**src/rtl/fc_pkg.sv**
```systemverilog
package fc_pkg;

    typedef enum logic {
        RTS_ON,
        RTS_OFF
    } rts_state_t;

    typedef enum logic [1:0] {
        TX_RUN,
        TX_PEND,
        TX_HOLD
    } tx_state_t;

    // Trigger level for a select code, scaled from the buffer depth.
    function automatic int trig_of(input logic [1:0] sel, input int d);
        case (sel)
            2'd0:    return 1;
            2'd1:    return d / 4;
            2'd2:    return d / 2;
            default: return d - d / 8;
        endcase
    endfunction

    // Fill level at which RTS goes off.
    function automatic int negate_of(input logic [1:0] sel, input int d);
        case (sel)
            2'd0:    return d / 4;
            2'd1:    return d / 2;
            2'd2:    return d - d / 8;
            default: return d - d / 16;
        endcase
    endfunction

    // Fill level at or below which RTS comes back on.
    function automatic int assert_of(input logic [1:0] sel, input int d);
        case (sel)
            2'd0:    return 1;
            2'd1:    return d / 8;
            2'd2:    return d / 4;
            default: return d / 2;
        endcase
    endfunction

endpackage

```
**src/rtl/fc_cts_sync.sv**
```systemverilog
module fc_cts_sync #(
    parameter int STAGES = 2
) (
    input  logic clk,
    input  logic rst_n,
    input  logic din,
    output logic dout
);
    logic [STAGES-1:0] chain;

    generate
        for (genvar i = 0; i < STAGES; i++) begin : g_stage
            if (i == 0) begin : g_first
                always_ff @(posedge clk or negedge rst_n) begin
                    if (!rst_n) chain[0] <= 1'b0;
                    else        chain[0] <= din;
                end
            end else begin : g_next
                always_ff @(posedge clk or negedge rst_n) begin
                    if (!rst_n) chain[i] <= 1'b0;
                    else        chain[i] <= chain[i-1];
                end
            end
        end
    endgenerate

    assign dout = chain[STAGES-1];
endmodule

```
**src/rtl/fc_rx_watch.sv**
```systemverilog
module fc_rx_watch #(
    parameter int DEPTH = 64,
    parameter int CW    = 7
) (
    input  logic          clk,
    input  logic          rst_n,
    input  logic [CW-1:0] rx_level,
    input  logic [1:0]    trig_sel,
    input  logic          auto_en,
    input  logic          rts_manual,
    output logic          rts_out,
    output logic          rx_irq
);
    import fc_pkg::*;

    rts_state_t    state, nxt;
    logic [CW-1:0] trig_lv, neg_lv, asr_lv;
    logic          irq_q;

    always_comb begin
        trig_lv = CW'(trig_of(trig_sel, DEPTH));
        neg_lv  = CW'(negate_of(trig_sel, DEPTH));
        asr_lv  = CW'(assert_of(trig_sel, DEPTH));
    end

    // State register
    always_ff @(posedge clk or negedge rst_n) begin
        if (!rst_n) state <= RTS_ON;
        else        state <= nxt;
    end

    // Interrupt request register
    always_ff @(posedge clk or negedge rst_n) begin
        if (!rst_n) irq_q <= 1'b0;
        else        irq_q <= (rx_level >= trig_lv);
    end

    // Next state
    always_comb begin
        nxt = state;
        if (!auto_en) begin
            nxt = RTS_ON;
        end else begin
            unique case (state)
                RTS_ON:  if (rx_level >= neg_lv) nxt = RTS_OFF;
                RTS_OFF: if (rx_level <= asr_lv) nxt = RTS_ON;
            endcase
        end
    end

    // Outputs
    always_comb begin
        rts_out = auto_en ? (state == RTS_OFF) : rts_manual;
        rx_irq  = irq_q;
    end

    a_r1_irq_on: assert property (@(posedge clk) disable iff (!rst_n)
        (rx_level >= trig_lv) |=> rx_irq);
    a_r2_irq_off: assert property (@(posedge clk) disable iff (!rst_n)
        (rx_level < trig_lv) |=> !rx_irq);
    a_r3_negate: assert property (@(posedge clk) disable iff (!rst_n)
        (auto_en && rx_level >= neg_lv) |=> (state == RTS_OFF));
    a_r4_reassert: assert property (@(posedge clk) disable iff (!rst_n)
        (auto_en && state == RTS_OFF && rx_level <= asr_lv) |=> (state == RTS_ON));
    a_r5_band_hold: assert property (@(posedge clk) disable iff (!rst_n)
        (auto_en && rx_level > asr_lv && rx_level < neg_lv) |=> $stable(state));
    a_r7_bypass: assert property (@(posedge clk) disable iff (!rst_n)
        !auto_en |=> (state == RTS_ON));
endmodule

```
**src/rtl/fc_tx_gate.sv**
```systemverilog
module fc_tx_gate (
    input  logic clk,
    input  logic rst_n,
    input  logic auto_en,
    input  logic cts_s,
    input  logic tx_active,
    input  logic tx_stop_done,
    output logic tx_allow
);
    import fc_pkg::*;

    tx_state_t state, nxt;

    // State register
    always_ff @(posedge clk or negedge rst_n) begin
        if (!rst_n) state <= TX_RUN;
        else        state <= nxt;
    end

    // Next state
    always_comb begin
        nxt = state;
        if (!auto_en) begin
            nxt = TX_RUN;
        end else begin
            unique case (state)
                TX_RUN: begin
                    if (cts_s) begin
                        if (tx_active && !tx_stop_done) nxt = TX_PEND;
                        else                            nxt = TX_HOLD;
                    end
                end
                TX_PEND: begin
                    if (!cts_s)            nxt = TX_RUN;
                    else if (tx_stop_done) nxt = TX_HOLD;
                end
                TX_HOLD: begin
                    if (!cts_s) nxt = TX_RUN;
                end
                default: nxt = TX_RUN;
            endcase
        end
    end

    // Outputs
    always_comb begin
        tx_allow = !auto_en || (state != TX_HOLD);
    end

    a_r8_idle_pause: assert property (@(posedge clk) disable iff (!rst_n)
        (auto_en && cts_s && !tx_active && state == TX_RUN) |=> (state == TX_HOLD));
    a_r9_finish_char: assert property (@(posedge clk) disable iff (!rst_n)
        (state == TX_PEND && !tx_stop_done) |=> tx_allow);
    a_r10_resume: assert property (@(posedge clk) disable iff (!rst_n)
        (!cts_s) |=> (state != TX_HOLD));
    a_r11_bypass: assert property (@(posedge clk) disable iff (!rst_n)
        !auto_en |-> tx_allow);
endmodule

```
**src/rtl/flow_guard.sv**
```systemverilog
module flow_guard #(
    parameter  int DEPTH       = 64,
    parameter  int SYNC_STAGES = 2,
    localparam int CW          = $clog2(DEPTH + 1)
) (
    input  logic          clk,
    input  logic          rst_n,
    input  logic [CW-1:0] rx_level,
    input  logic [1:0]    trig_sel,
    input  logic          rts_auto_en,
    input  logic          cts_auto_en,
    input  logic          rts_manual,
    input  logic          cts_in,
    input  logic          tx_active,
    input  logic          tx_stop_done,
    output logic          rts_out,
    output logic          tx_allow,
    output logic          rx_irq
);
    logic cts_s;

    fc_cts_sync #(.STAGES(SYNC_STAGES)) u_sync (
        .clk  (clk),
        .rst_n(rst_n),
        .din  (cts_in),
        .dout (cts_s)
    );

    fc_rx_watch #(.DEPTH(DEPTH), .CW(CW)) u_rx (
        .clk       (clk),
        .rst_n     (rst_n),
        .rx_level  (rx_level),
        .trig_sel  (trig_sel),
        .auto_en   (rts_auto_en),
        .rts_manual(rts_manual),
        .rts_out   (rts_out),
        .rx_irq    (rx_irq)
    );

    fc_tx_gate u_tx (
        .clk         (clk),
        .rst_n       (rst_n),
        .auto_en     (cts_auto_en),
        .cts_s       (cts_s),
        .tx_active   (tx_active),
        .tx_stop_done(tx_stop_done),
        .tx_allow    (tx_allow)
    );

    // the first cycle after reset release shows the idle state.
    a_r6_reset_state: assert property (@(posedge clk) disable iff (!rst_n)
        $rose(rst_n) |-> (tx_allow && !rx_irq));
endmodule

```
**config.mk**
```make
export PLATFORM = sky130hd
export DESIGN_NAME = flow_guard
export DESIGN_NICKNAME = d
export VERILOG_FILES = /design/src/rtl/fc_pkg.sv /design/src/rtl/fc_cts_sync.sv /design/src/rtl/fc_rx_watch.sv /design/src/rtl/fc_tx_gate.sv /design/src/rtl/flow_guard.sv
export SDC_FILE = /design/constraint.sdc
export NUM_CORES = 1
export LEC_CHECK = 0
export ABC_AREA = 1
export ABC_CLOCK_PERIOD_IN_PS = 1050
export BUFFER_PORTS_ARGS = -buffer_cell sky130_fd_sc_hd__buf_4
export CORE_AREA = 2 2 39 41
export CTS_BUF_LIST = sky130_fd_sc_hd__clkbuf_4 sky130_fd_sc_hd__clkbuf_8
export CTS_CLUSTER_SIZE = 14
export DETAILED_ROUTE_END_ITERATION = 6
export DIE_AREA = 0 0 41 43
export PLACE_DENSITY = 0.82
export SYNTH_ARGS = -nofsm -noshare
export SYNTH_HDL_FRONTEND = slang
export SYNTH_HIERARCHICAL = 1
export SYNTH_SLANG_ARGS = --single-unit
export TNS_END_PERCENT = 10
```
**constraint.sdc**
```tcl
create_clock -name clk -period 1.05 [get_ports clk]
set_input_delay 0.105 -clock clk [delete_from_list [all_inputs] [get_ports clk]]
set_output_delay 0.105 -clock clk [all_outputs]
set_load 0.05 [all_outputs]
```
== Word-level counts from Yosys, hierarchy flattened ==
Cells that the tools add are included.

* Mux-type cells: 15
* Bitwise logic cells: 1
* Add/subtract/negate cells: 0
* Multiply operators: 0
* Reductions and logical operators: 7
* $lt $le $gt $ge: 3
* Shift operators: 0
* Equal/unequal tests: 8
* Div/mod/pow operators: 0

{| class="wikitable"
|+ Operator list
! operator !! count
|-
| 6-bit case mux with 3 select lines || 3
|-
| 7-bit by 6-bit greater-or-equal comparator with 1-bit output || 2
|-
| 2-bit two-way mux || 6
|-
| 7-bit by 6-bit less-or-equal comparator with 1-bit output || 1
|-
| 3-bit != test, second input constant || 2
|-
| 2-bit case mux with 3 select lines || 1
|-
| 2-bit by 1-bit equality test with 1-bit output, second input constant || 2
|-
| 2-bit equality test, second input constant || 2
|-
| 2-bit zero test || 2
|-
| 1-bit two-way mux || 4
|-
| 4-bit != test, second input constant || 1
|-
| 3-bit AND reduction || 1
|-
| 1-bit zero test || 2
|-
| 2-bit != test, second input constant || 1
|-
| 1-bit case mux with 2 select lines || 1
|-
| 1-bit logical AND || 1
|-
| 1-bit logical OR || 1
|-
| 1-bit NOT || 1
|}

* RAM bits: 0
* Memories: 0
* Bits in latches: 0
* Flip-flop bits (word level): 6
* Bits in read-only memories: 0
* Output and inout bits: 3
* Word-level logic and storage cells: 39

== Logic depth before layout (Yosys ltp) ==
Gate-level depths: netlist of the first run.

* Word-level depth: 6
* Depth in mapped cells: 10

== By module ==
Netlist of the first run, hierarchy kept.

{| class="wikitable"
|+ Modules (own cells, without submodules)
! module !! sequential area each (um^2) !! area each (um^2) !! instances !! cells an instance
|-
| fc_rx_watch || 50.0 || 439.2 || 1 || 72
|-
| fc_tx_gate || 50.0 || 153.9 || 1 || 26
|-
| fc_cts_sync || 50.0 || 50.0 || 1 || 2
|}

== Least setup slack after synthesis of the first run ==
OpenSTA, ideal clock, no wires.

* Path kind: register to output
* From: register u_rx.state
* To: output rts_out
* Data arrival time: 1.129 ns
* Stages on the path, launching flop included: 3
* Path buffers: 0
* Data required time: 0.945 ns
* Slack: -0.184 ns
* Cell sequence: dfrtp_1 > inv_1 > a21oi_1

* Cells in the longest elaborated chain, start to end: 1

{| class="wikitable"
|+ RTL lines
! what !! line !! source
|-
| start: declaration || fc_rx_watch.sv:16 || <nowiki>rts_state_t state, nxt;</nowiki>
|-
| start signal: assignment || fc_rx_watch.sv:29 || <nowiki>else state <= nxt;</nowiki>
|-
| 1-bit two-way mux || fc_rx_watch.sv:53 || <nowiki>rts_out = auto_en ? (state == RTS_OFF) : rts_manual;</nowiki>
|-
| end: declaration || flow_guard.sv:16 || <nowiki>output logic rts_out,</nowiki>
|}

No other way between the ends.

== Worst setup path after layout of the first run ==
* From: register u_tx.state[0]
* To: output tx_allow

* Cells in the longest elaborated chain, start to end: 2

{| class="wikitable"
|+ RTL lines
! what !! line !! source
|-
| start: declaration || fc_tx_gate.sv:12 || <nowiki>tx_state_t state, nxt;</nowiki>
|-
| start signal: assignment || fc_tx_gate.sv:17 || <nowiki>else state <= nxt;</nowiki>
|-
| 2-bit != test || fc_tx_gate.sv:47 || <nowiki>tx_allow = !auto_en || (state != TX_HOLD);</nowiki>
|-
| 1-bit logical OR || fc_tx_gate.sv:47 ||
|-
| end: declaration || flow_guard.sv:17 || <nowiki>output logic tx_allow,</nowiki>
|}

No other way between the ends.

==> results of run 1 <==
## placed cells by master, fill, tap and decap left out, types with 3 or more instances in the layout
master / instances
a21oi_1: 3
buf_4: 20
clkbuf_4: 3
dfrtp_1: 6
ha_1: 10
inv_1: 18
nand2_1: 28
nand3_1: 3
nand4_1: 5
nor2_1: 11
nor2_2: 5
## critical path, stage by stage (launching register included)
cell and delay (ps):
dfrtp_1 400, nor2_2 100, nand2_1 70, buf_6 150
## registers in the layout, summed over array words and instances (netlist names)
name and flops:
u_tx/state 2, u_rx/rx_irq 1, u_rx/state 1, u_sync/chain 1, u_sync/dout 1
## worst max path at each step
| stage | to | startpoint | cells after the start |
|---|---|---|---|
| finish | tx_allow | u_tx/state[0] | 3 |
| global route | tx_allow | u_tx/state[0] | 3 |
| CTS | tx_allow | u_tx/state[0] | 3 |
| detailed placement | u_rx/state | trig_sel[0] | 10 |
| global placement | u_rx/state | trig_sel[1] | 9 |
| floorplan | u_rx/state | trig_sel[0] | 9 |
## metrics by stage
step	util	hold WS [ps]	total power [W]
detailed placement	0.596	-82.1	0.000590
finish	0.650	129	0.000823
floorplan	-	-191	0.000459
global route	0.650	125	0.000881
CTS	0.632	126	0.000815
global placement	0.596	-88.5	0.000574
## final cells by class
| type | count | area (µm²) | area share |
|---|---|---|---|
| clock buffers | 3 | 22.5 | 0.0250 |
| inverters | 21 | 78.8 | 0.0876 |
| multi-input cells | 73 | 435 | 0.484 |
| flip-flops and latches | 6 | 150 | 0.167 |
| well taps | 16 | 20.0 | 0.0223 |
| repair buffers | 24 | 193 | 0.214 |
## logic make-up (layout without fill, tap and decap cells)
logic type      Yosys count  count (layout)  share of synthesized area
buf+inv                  21              48                      0.123
flops                     6               6                      0.233
simple gates             56              56                      0.377
fa+ha+maj                11              11                      0.214
compound gates            6               6                     0.0525
## metal layers
| metal | share of wire | vias to the layer above | track usage | routed length [µm] |
|---|---|---|---|---|
| li1 | - | 370 | - | - |
| met1 | 0.38 | 329 | 0.222 | 613 |
| met2 | 0.58 | 17 | 0.406 | 933 |
| met3 | 0.029 | 3 | 0.0157 | 46 |
| met4 | 0.011 | 0 | 0.0600 | 17 |
| met5 | 0 | - | 0 | 0 |
## timing repair
action,CTS,global route
pin swaps,1,0
cloned,0,0
setup endpoints to repair,2,4
resized for setup,2,3
buffers inserted,0,1
hold buffers,2,0
endpoints found under the hold margin,7,0
## power by group through the flow
stage | logic (W) | registers [W] | clock network, W
detailed placement | 0.000325 | 0.000266 | 0
floorplan | 0.000183 | 0.000276 | 0
global placement | 0.000310 | 0.000265 | 0
global route | 0.000392 | 0.000264 | 0.000225
CTS | 0.000339 | 0.000263 | 0.000214
finish | 0.000352 | 0.000263 | 0.000208
==> flow_summary.json, run 1 <==
{
  "pre_cts_slack_ps": -232,
  "start_util": 0.465,
  "status": "finished, violations left",
  "rows": 14,
  "synth_area_per_cell_um2": 6.43,
  "grt_pass1_wl_um": 2520,
  "grt.overflow.total": 0,
  "hp-class": "primary input to register",
  "yosys.area.top_type": "dfrtp_1",
  "hpwlAfterDp_um": 1350,
  "pwr-share-seq": 0.320,
  "worstHoldStart": "rts_auto_en",
  "wl_per_cell_um": 11.3,
  "synthArstFlopShare": 1.00,
  "yosysSeqAreaShare": 0.233,
  "syn_inst": 100,
  "end_kind": "primary output",
  "cts_tree": "built",
  "yosysMostFrequentCell": "nand2_1",
  "place_area_um2": 825,
  "cp.arrival_ps": 960,
  "p_sw_w": 0.000288,
  "power_density_nw_per_um2": 915,
  "worstMarginPinSlew_ps": 222,
  "yosysTopAreaCellShare": 0.233,
  "n_fill_cell": 127,
  "failed_checks": "negative setup slack",
  "dieHeight_um": 43,
  "htree_levels": 1,
  "numCtsBuffers": 3,
  "layout-drive-gt1-share": 0.268,
  "diodes": 0,
  "final_cells": 143,
  "io_pins": 20,
  "ff2ff_path_depth": 5,
  "finalSetupTns_ps": -31.5,
  "synth_top_cells_by_area": "dfrtp_1 23%, ha_1 21%, nand2_1 16%, inv_1 11%, nor2_1 7.6%",
  "regToRegSetupSlack_ps": 20,
  "clkLatencyLatePin_ps": 240,
  "ant_nets": 0,
  "post-route-period-util": 1.02,
  "worstSetupPathType": "register to primary output",
  "combPwrFrac": 0.428,
  "synthFlopType": "dfrtp_1",
  "drtIter0Drc": 23,
  "synth_cell_types": 16,
  "worstPathRequired_ps": 940,
  "nNetsFinal": 157,
  "p_int_w": 0.000534,
  "crit_fanout": 3,
  "drt_pass1_iterations": 4,
  "min_period_ps": 1070,
  "max-vdd-ir-drop_v": 0.000419,
  "die_x_um": 41,
  "syn-num-nets": 128,
  "ys_top_cells_by_count": "28 x nand2_1, 18 x inv_1, 13 x nor2_1, 11 x ha_1, 6 x dfrtp_1",
  "reg2reg_to": "u_rx/state",
  "place.port_buffers": 19,
  "ys_ff_latch": 6,
  "vias": 719,
  "syn2layout_area_growth_pct": 39.9,
  "worstHoldEndpoint": "u_rx/state",
  "cts.sinks": 6,
  "cp-start-kind": "register",
  "routed_wl_um": 1610,
  "gp_congestion": 0.819,
  "power.share.switching": 0.350,
  "grt_pass1_vias": 633,
  "yosys_warnings": 6,
  "fmax_ghz": 0.938,
  "fin_ws_ps": -15.8,
  "cts_root_buffer": "clkbuf_4",
  "whs_path_depth": 3,
  "synth_edf_count": 0,
  "final_hold_viol_count": 0,
  "maxCapViolCount": 0,
  "clkPwrFrac": 0.252,
  "clk_path_buf_depth": 2,
  "leakagePower_nw": 0.501,
  "grt_max_degree": 8,
  "final-setup-viol-count": 2,
  "via_per_inst": 5.03,
  "gr-usage-all-layers": 0.212,
  "rsz0062_at_grt": "true",
  "coreArea_um2": 1380,
  "clk_pin_slew_ps": 50,
  "drc": 0,
  "r2r-start": "u_rx/state",
  "dp_cells": 137,
  "relSlewSlack": 0.851,
  "skew_ps": 4.55,
  "antenna_found_initial": 0,
  "fp.dieArea_um2": 1760,
  "finalMaxSlewViolations": 0,
  "final_area_um2": 900,
  "netlist_area_um2": 643
}
Power figures use the tool's default switching activity.
==> run 2: changes to the inputs <==
Settings changed: RECOVER_POWER set to 100.
==> run 2 against run 1 <==
  * The run still ends with negative setup slack left
  * Total power is 0.41% lower
  * Clock skew about the same
  * Critical path type unchanged
  * Largest power group unchanged
  * Critical path depth is the same
  * Final area down 0.70%
  * Routed wire length grew 0.19%
  * Maximum frequency is 0.22% lower
  * Register-to-register slack about the same
  * Sequential share of layout area grew 0.12 points
  * Sequential power hardly changed
  * Worst setup slack got worse by 2.4 ps
==> flow_summary.json, run 2 (synthesis results as in run 1) <==
{
  "status": "finished, violations left",
  "failed_checks": "negative setup slack",
  "maxCapViolCount": 0,
  "cts_tree": "built",
  "io_pins": 20,
  "via_per_inst": 4.94,
  "final_cells": 143,
  "routed_wl_um": 1610,
  "worstHoldStart": "rts_auto_en",
  "skew_ps": 4.97,
  "drc": 0,
  "start_util": 0.465,
  "cp-start-kind": "register",
  "cts.sinks": 6,
  "rows": 14,
  "leakagePower_nw": 0.496,
  "ant_nets": 0,
  "grt_pass1_wl_um": 2520,
  "coreArea_um2": 1380,
  "grt_busiest_layer": "met2",
  "max_flop_register": "u_tx/state",
  "gp_congestion": 0.819,
  "dieHeight_um": 43,
  "met3_usage": 0.0157,
  "fin_ws_ps": -18.1,
  "cp.arrival_ps": 960,
  "fp.dieArea_um2": 1760,
  "nNetsFinal": 157,
  "syn2layout_area_growth_pct": 38.9,
  "grt.overflow.total": 0,
  "worstPathCellList": "nor2_2, nand2_1, buf_6",
  "ff2ff_path_depth": 5,
  "n_fill_cell": 130,
  "hpwlAfterDp_um": 1350,
  "largest_reg_flops": 2,
  "clk_pin_slew_ps": 50,
  "mostFrequentLayoutCell": "nand2_1",
  "dp_cells": 137,
  "cpMaxStageDelayCell": "dfrtp_1",
  "layout_common_cells": "28 x nand2_1, 18 x inv_1, 17 x buf_4",
  "drt_pass1_iterations": 4,
  "place.port_buffers": 19,
  "utilization": 0.646,
  "regToRegSetupSlack_ps": 10,
  "diodes": 0,
  "drtIter0Drc": 16,
  "die_x_um": 41,
  "antenna_found_initial": 0,
  "final-setup-viol-count": 2,
  "final_hold_viol_count": 0,
  "whs_path_depth": 3,
  "crit_fanout": 3,
  "finalMaxSlewViolations": 0,
  "numCtsBuffers": 3,
  "fmax_ghz": 0.936,
  "max-vdd-ir-drop_v": 0.000419,
  "hp-class": "primary input to register",
  "grt_pass1_vias": 633,
  "wl_per_cell_um": 11.3,
  "grt_use_met1": 0.222,
  "rsz0062_at_grt": "true",
  "r2r-start": "u_rx/state",
  "cts_root_buffer": "clkbuf_4",
  "worstSetupPathType": "register to primary output",
  "relSlewSlack": 0.780,
  "worstPathRequired_ps": 940,
  "worstMarginPinSlew_ps": 330,
  "power_density_nw_per_um2": 917,
  "layout-drive-gt1-share": 0.260,
  "grt_max_degree": 8,
  "worstHoldEndpoint": "u_rx/state",
  "end_kind": "primary output",
  "met2_usage": 0.406,
  "vias": 707,
  "clkLatencyLatePin_ps": 240,
  "post-route-period-util": 1.02,
  "gr-usage-all-layers": 0.212,
  "htree_levels": 1,
  "reg2reg_to": "u_rx/state",
  "slowest_delay_ps": 400,
  "clk_path_buf_depth": 2,
  "min_period_ps": 1070
}
run 2: area by class of cell:
type                       count  area, µm²  share of cell area
multi-input combinational     73        435               0.487
timing repair buffer          24        186               0.209
sequential                     6        150               0.168
inverter                      21       78.8              0.0882
clock buffer                   3       22.5              0.0252
tap                           16       20.0              0.0224
run 2: how the worst max path moves through the flow:
stage,startpoint,endpoint,slack [ps],depth (start not counted)
2_1_floorplan,trig_sel[0],u_rx/state,-40,9
3_3_place_gp,trig_sel[1],u_rx/state,-190,9
3_5_place_dp,trig_sel[0],u_rx/state,-230,10
4_1_cts,u_tx/state[0],tx_allow,-30,3
5_1_grt,u_tx/state[0],tx_allow,-80,3
6_report,u_tx/state[0],tx_allow,-20,3
run 2: stage by stage:
step	TNS (ps)	worst slack, ps	hold WS [ps]	area (µm²)	total power [W]
floorplan	-38.6	-38.6	-191	647	0.000459
global placement	-308	-193	-88.5	825	0.000574
detailed placement	-383	-232	-82.1	825	0.000590
CTS	-43.9	-26.6	126	875	0.000815
global route	-207	-79.5	125	893	0.000877
finish	-29.8	-18.1	137	893	0.000819
run 2: per-layer routing:
layer  wire (µm)  part of all wire
met5           0                 0
met4          17             0.011
met3          42             0.026
met2         945              0.59
met1         608              0.38
run 2: where the power goes:
part	total, W	switching, W	internal, W
logic	0.000349	0.000199	0.000150
clock network	0.000208	0.0000792	0.000129
registers	0.000263	0.0000110	0.000252
total	0.000819	0.000289	0.000530
run 2: what timing repair did:
item / CTS / global route
resized for setup: 2 / 3
hold endpoints to repair: 7 / 0
pin swaps: 1 / 0
endpoints found under the setup margin: 2 / 4
hold buffers: 2 / 0
setup buffers: 0 / 1
run 2: worst max-delay path, delay by kind of cell, from the launching register on:
kind | cells | cell delay [ps]
simple gates | 2 | 170
buf+inv | 1 | 150
flops | 1 | 400
==> run 3: changes to the inputs <==
Settings changed: CORE_AREA 2 2 39 41 to not set, CORE_MARGIN set to 2, CORE_UTILIZATION set to 40, DIE_AREA 0 0 41 43 to not set, PLACE_DENSITY 0.82 to 0.71.
==> run 3 against run 2 <==
  * Clock power is 5% lower
  * The flow still finishes with violations (negative setup slack)
  * Clock-buffer cell count is the same
  * Sequential cell count stayed put
  * Die area up 10%
  * Maximum frequency rose by 1.2%
==> flow_summary.json, run 3 (synthesis results as in run 1) <==
{
  "status": "finished, violations left",
  "failed_checks": "negative setup slack",
  "end_kind": "primary output",
  "multi_input_area_um2": 427,
  "reg2reg_to": "u_tx/state[1]",
  "rsz0062_at_grt": "true",
  "seq_area_um2": 150,
  "dp_cells": 138,
  "whs_path_depth": 3,
  "worstPathRequired_ps": 940,
  "dr_wl_met2_um": 598,
  "post-route-period-util": 1.00,
  "cp-start-kind": "register",
  "grt_max_degree": 8,
  "grt_pass1_vias": 629,
  "gp_congestion": 0.869,
  "gr-usage-all-layers": 0.158,
  "crit_fanout": 2,
  "cts_root_buffer": "clkbuf_4",
  "place.port_buffers": 19,
  "mostFrequentLayoutCell": "nand2_1",
  "r2r-start": "u_tx/state[0]",
  "highest_layer": "met4",
  "drc": 0,
  "drtIter0Drc": 11,
  "diodes": 0,
  "leakagePower_nw": 0.504,
  "slowest_delay_ps": 330,
  "routed_wl_um": 1340,
  "worstSetupPathType": "register to primary output",
  "cts_tree": "built",
  "n_fill_cell": 142,
  "wl_met1_um": 678,
  "regToRegSetupSlack_ps": 40,
  "ant_nets": 0,
  "finalMaxSlewViolations": 0,
  "drt_pass1_iterations": 4,
  "grt.overflow.total": 0,
  "clkLatencyLatePin_ps": 230,
  "clk_pin_slew_ps": 40,
  "fp.dieArea_um2": 1940,
  "relSlewSlack": 0.807,
  "hp-class": "primary input to register",
  "coreArea_um2": 1510,
  "power_density_nw_per_um2": 901,
  "io_pins": 20,
  "worstPathCellList": "inv_1, nor2_2, nand2_1, buf_6",
  "fin_ws_ps": -5.01,
  "htree_levels": 1,
  "vias": 678,
  "start_util": 0.427,
  "die_x_um": 44.1,
  "cp-endpoint": "tx_allow",
  "final_hold_viol_count": 0,
  "cp.arrival_ps": 950,
  "skew_ps": 4.92,
  "layout_common_cells": "28 x nand2_1, 19 x buf_4, 16 x inv_1",
  "ff2ff_path_depth": 6,
  "wl_per_cell_um": 9.21,
  "max_flop_register": "u_tx/state",
  "layout-drive-gt1-share": 0.287,
  "numCtsBuffers": 3,
  "wl_met3_um": 50,
  "rows": 14,
  "cpMaxStageDelayCell": "dfrtp_1",
  "max-vdd-ir-drop_v": 0.000477,
  "worstMarginPinSlew_ps": 290,
  "final-setup-viol-count": 2,
  "fmax_ghz": 0.948,
  "nNetsFinal": 159,
  "largest_reg_flops": 2,
  "maxCapViolCount": 0,
  "dieHeight_um": 44.1,
  "final_cells": 145,
  "syn2layout_area_growth_pct": 39.9,
  "antenna_found_initial": 0,
  "grt_pass1_wl_um": 2360,
  "min_period_ps": 1060,
  "hpwlAfterDp_um": 1160,
  "clk_path_buf_depth": 2,
  "via_per_inst": 4.68,
  "crit_path_start": "u_tx/state[1]",
  "pre_cts_slack_ps": -260,
  "cts.sinks": 6
}
==> run 3: cell count changes in the layout (fill, tap and decap cells not counted) <==
| cell | previous run | this run |
|---|---|---|
| inv_1 | 18 | 16 |
| a21oi_1 | 3 | 2 |
| buf_4 | 17 | 19 |
| a21oi_2 | 2 | 3 |
| inv_2 | 1 | 3 |
| ha_4 | 1 | 0 |
| ha_1 | 10 | 11 |
==> run 3: final cells by class <==
cell class              count  area share
clock buffers               3      0.0250
flip-flops and latches      6       0.167
multi-input cells          73       0.474
well taps                  16      0.0223
repair buffers             26       0.224
inverters                  21      0.0876
==> run 3: stage by stage <==
| step | utilization | setup TNS, ps | hold slack (ps) | area, µm² | total power (W) |
|---|---|---|---|---|---|
| 2_1_floorplan | - | -38.6 | -191 | 647 | 0.000459 |
| 3_3_place_gp | 0.552 | -307 | -88.3 | 832 | 0.000582 |
| 3_5_place_dp | 0.552 | -396 | -87.2 | 832 | 0.000588 |
| 4_1_cts | 0.592 | -24.3 | 114 | 892 | 0.000816 |
| 5_1_grt | 0.597 | -184 | 122 | 900 | 0.000883 |
| 6_report | 0.597 | -8.17 | 118 | 900 | 0.000811 |
==> run 3: how the worst min path moves through the flow <==
stage / from / end / slack, ps
detailed placement: rst_n / u_sync/chain[0] / -90
finish: rts_auto_en / u_rx/state / 120
global route: rts_auto_en / u_rx/state / 120
CTS: rts_auto_en / u_rx/state / 110
floorplan: rst_n / u_rx/rx_irq / -190
global placement: rst_n / u_sync/dout / -90
==> run 3: routing by layer <==
layer  GRT usage  vias up
met5           0        -
met4      0.0545        0
met3      0.0327        2
met2       0.244       14
met1       0.219      290
li1            -      372
==> run 3: report_power, final <==
part	internal (W)	switching, W	total, W	leakage (nW)
Clock	0.000128	0.0000686	0.000197	0.0138
Sequential	0.000252	0.0000106	0.000263	0.0730
Combinational	0.000158	0.000193	0.000351	0.417
==> run 3: critical path, delay by kind of cell (launching register included) <==
family,cells,cell delay [ps]
buffers and inverters,2,210
DFF,1,330
and+or+nand+nor,2,180
==> run 3: timing repair <==
| item | in CTS | in global routing |
|---|---|---|
| hold buffers | 2 | 0 |
| setup buffers | 1 | 1 |
| pin swaps | 2 | 4 |
| endpoints found under the setup margin | 3 | 4 |
| resized for setup | 4 | 4 |
| hold endpoints to repair | 7 | 0 |
| gates cloned | 0 | 0 |
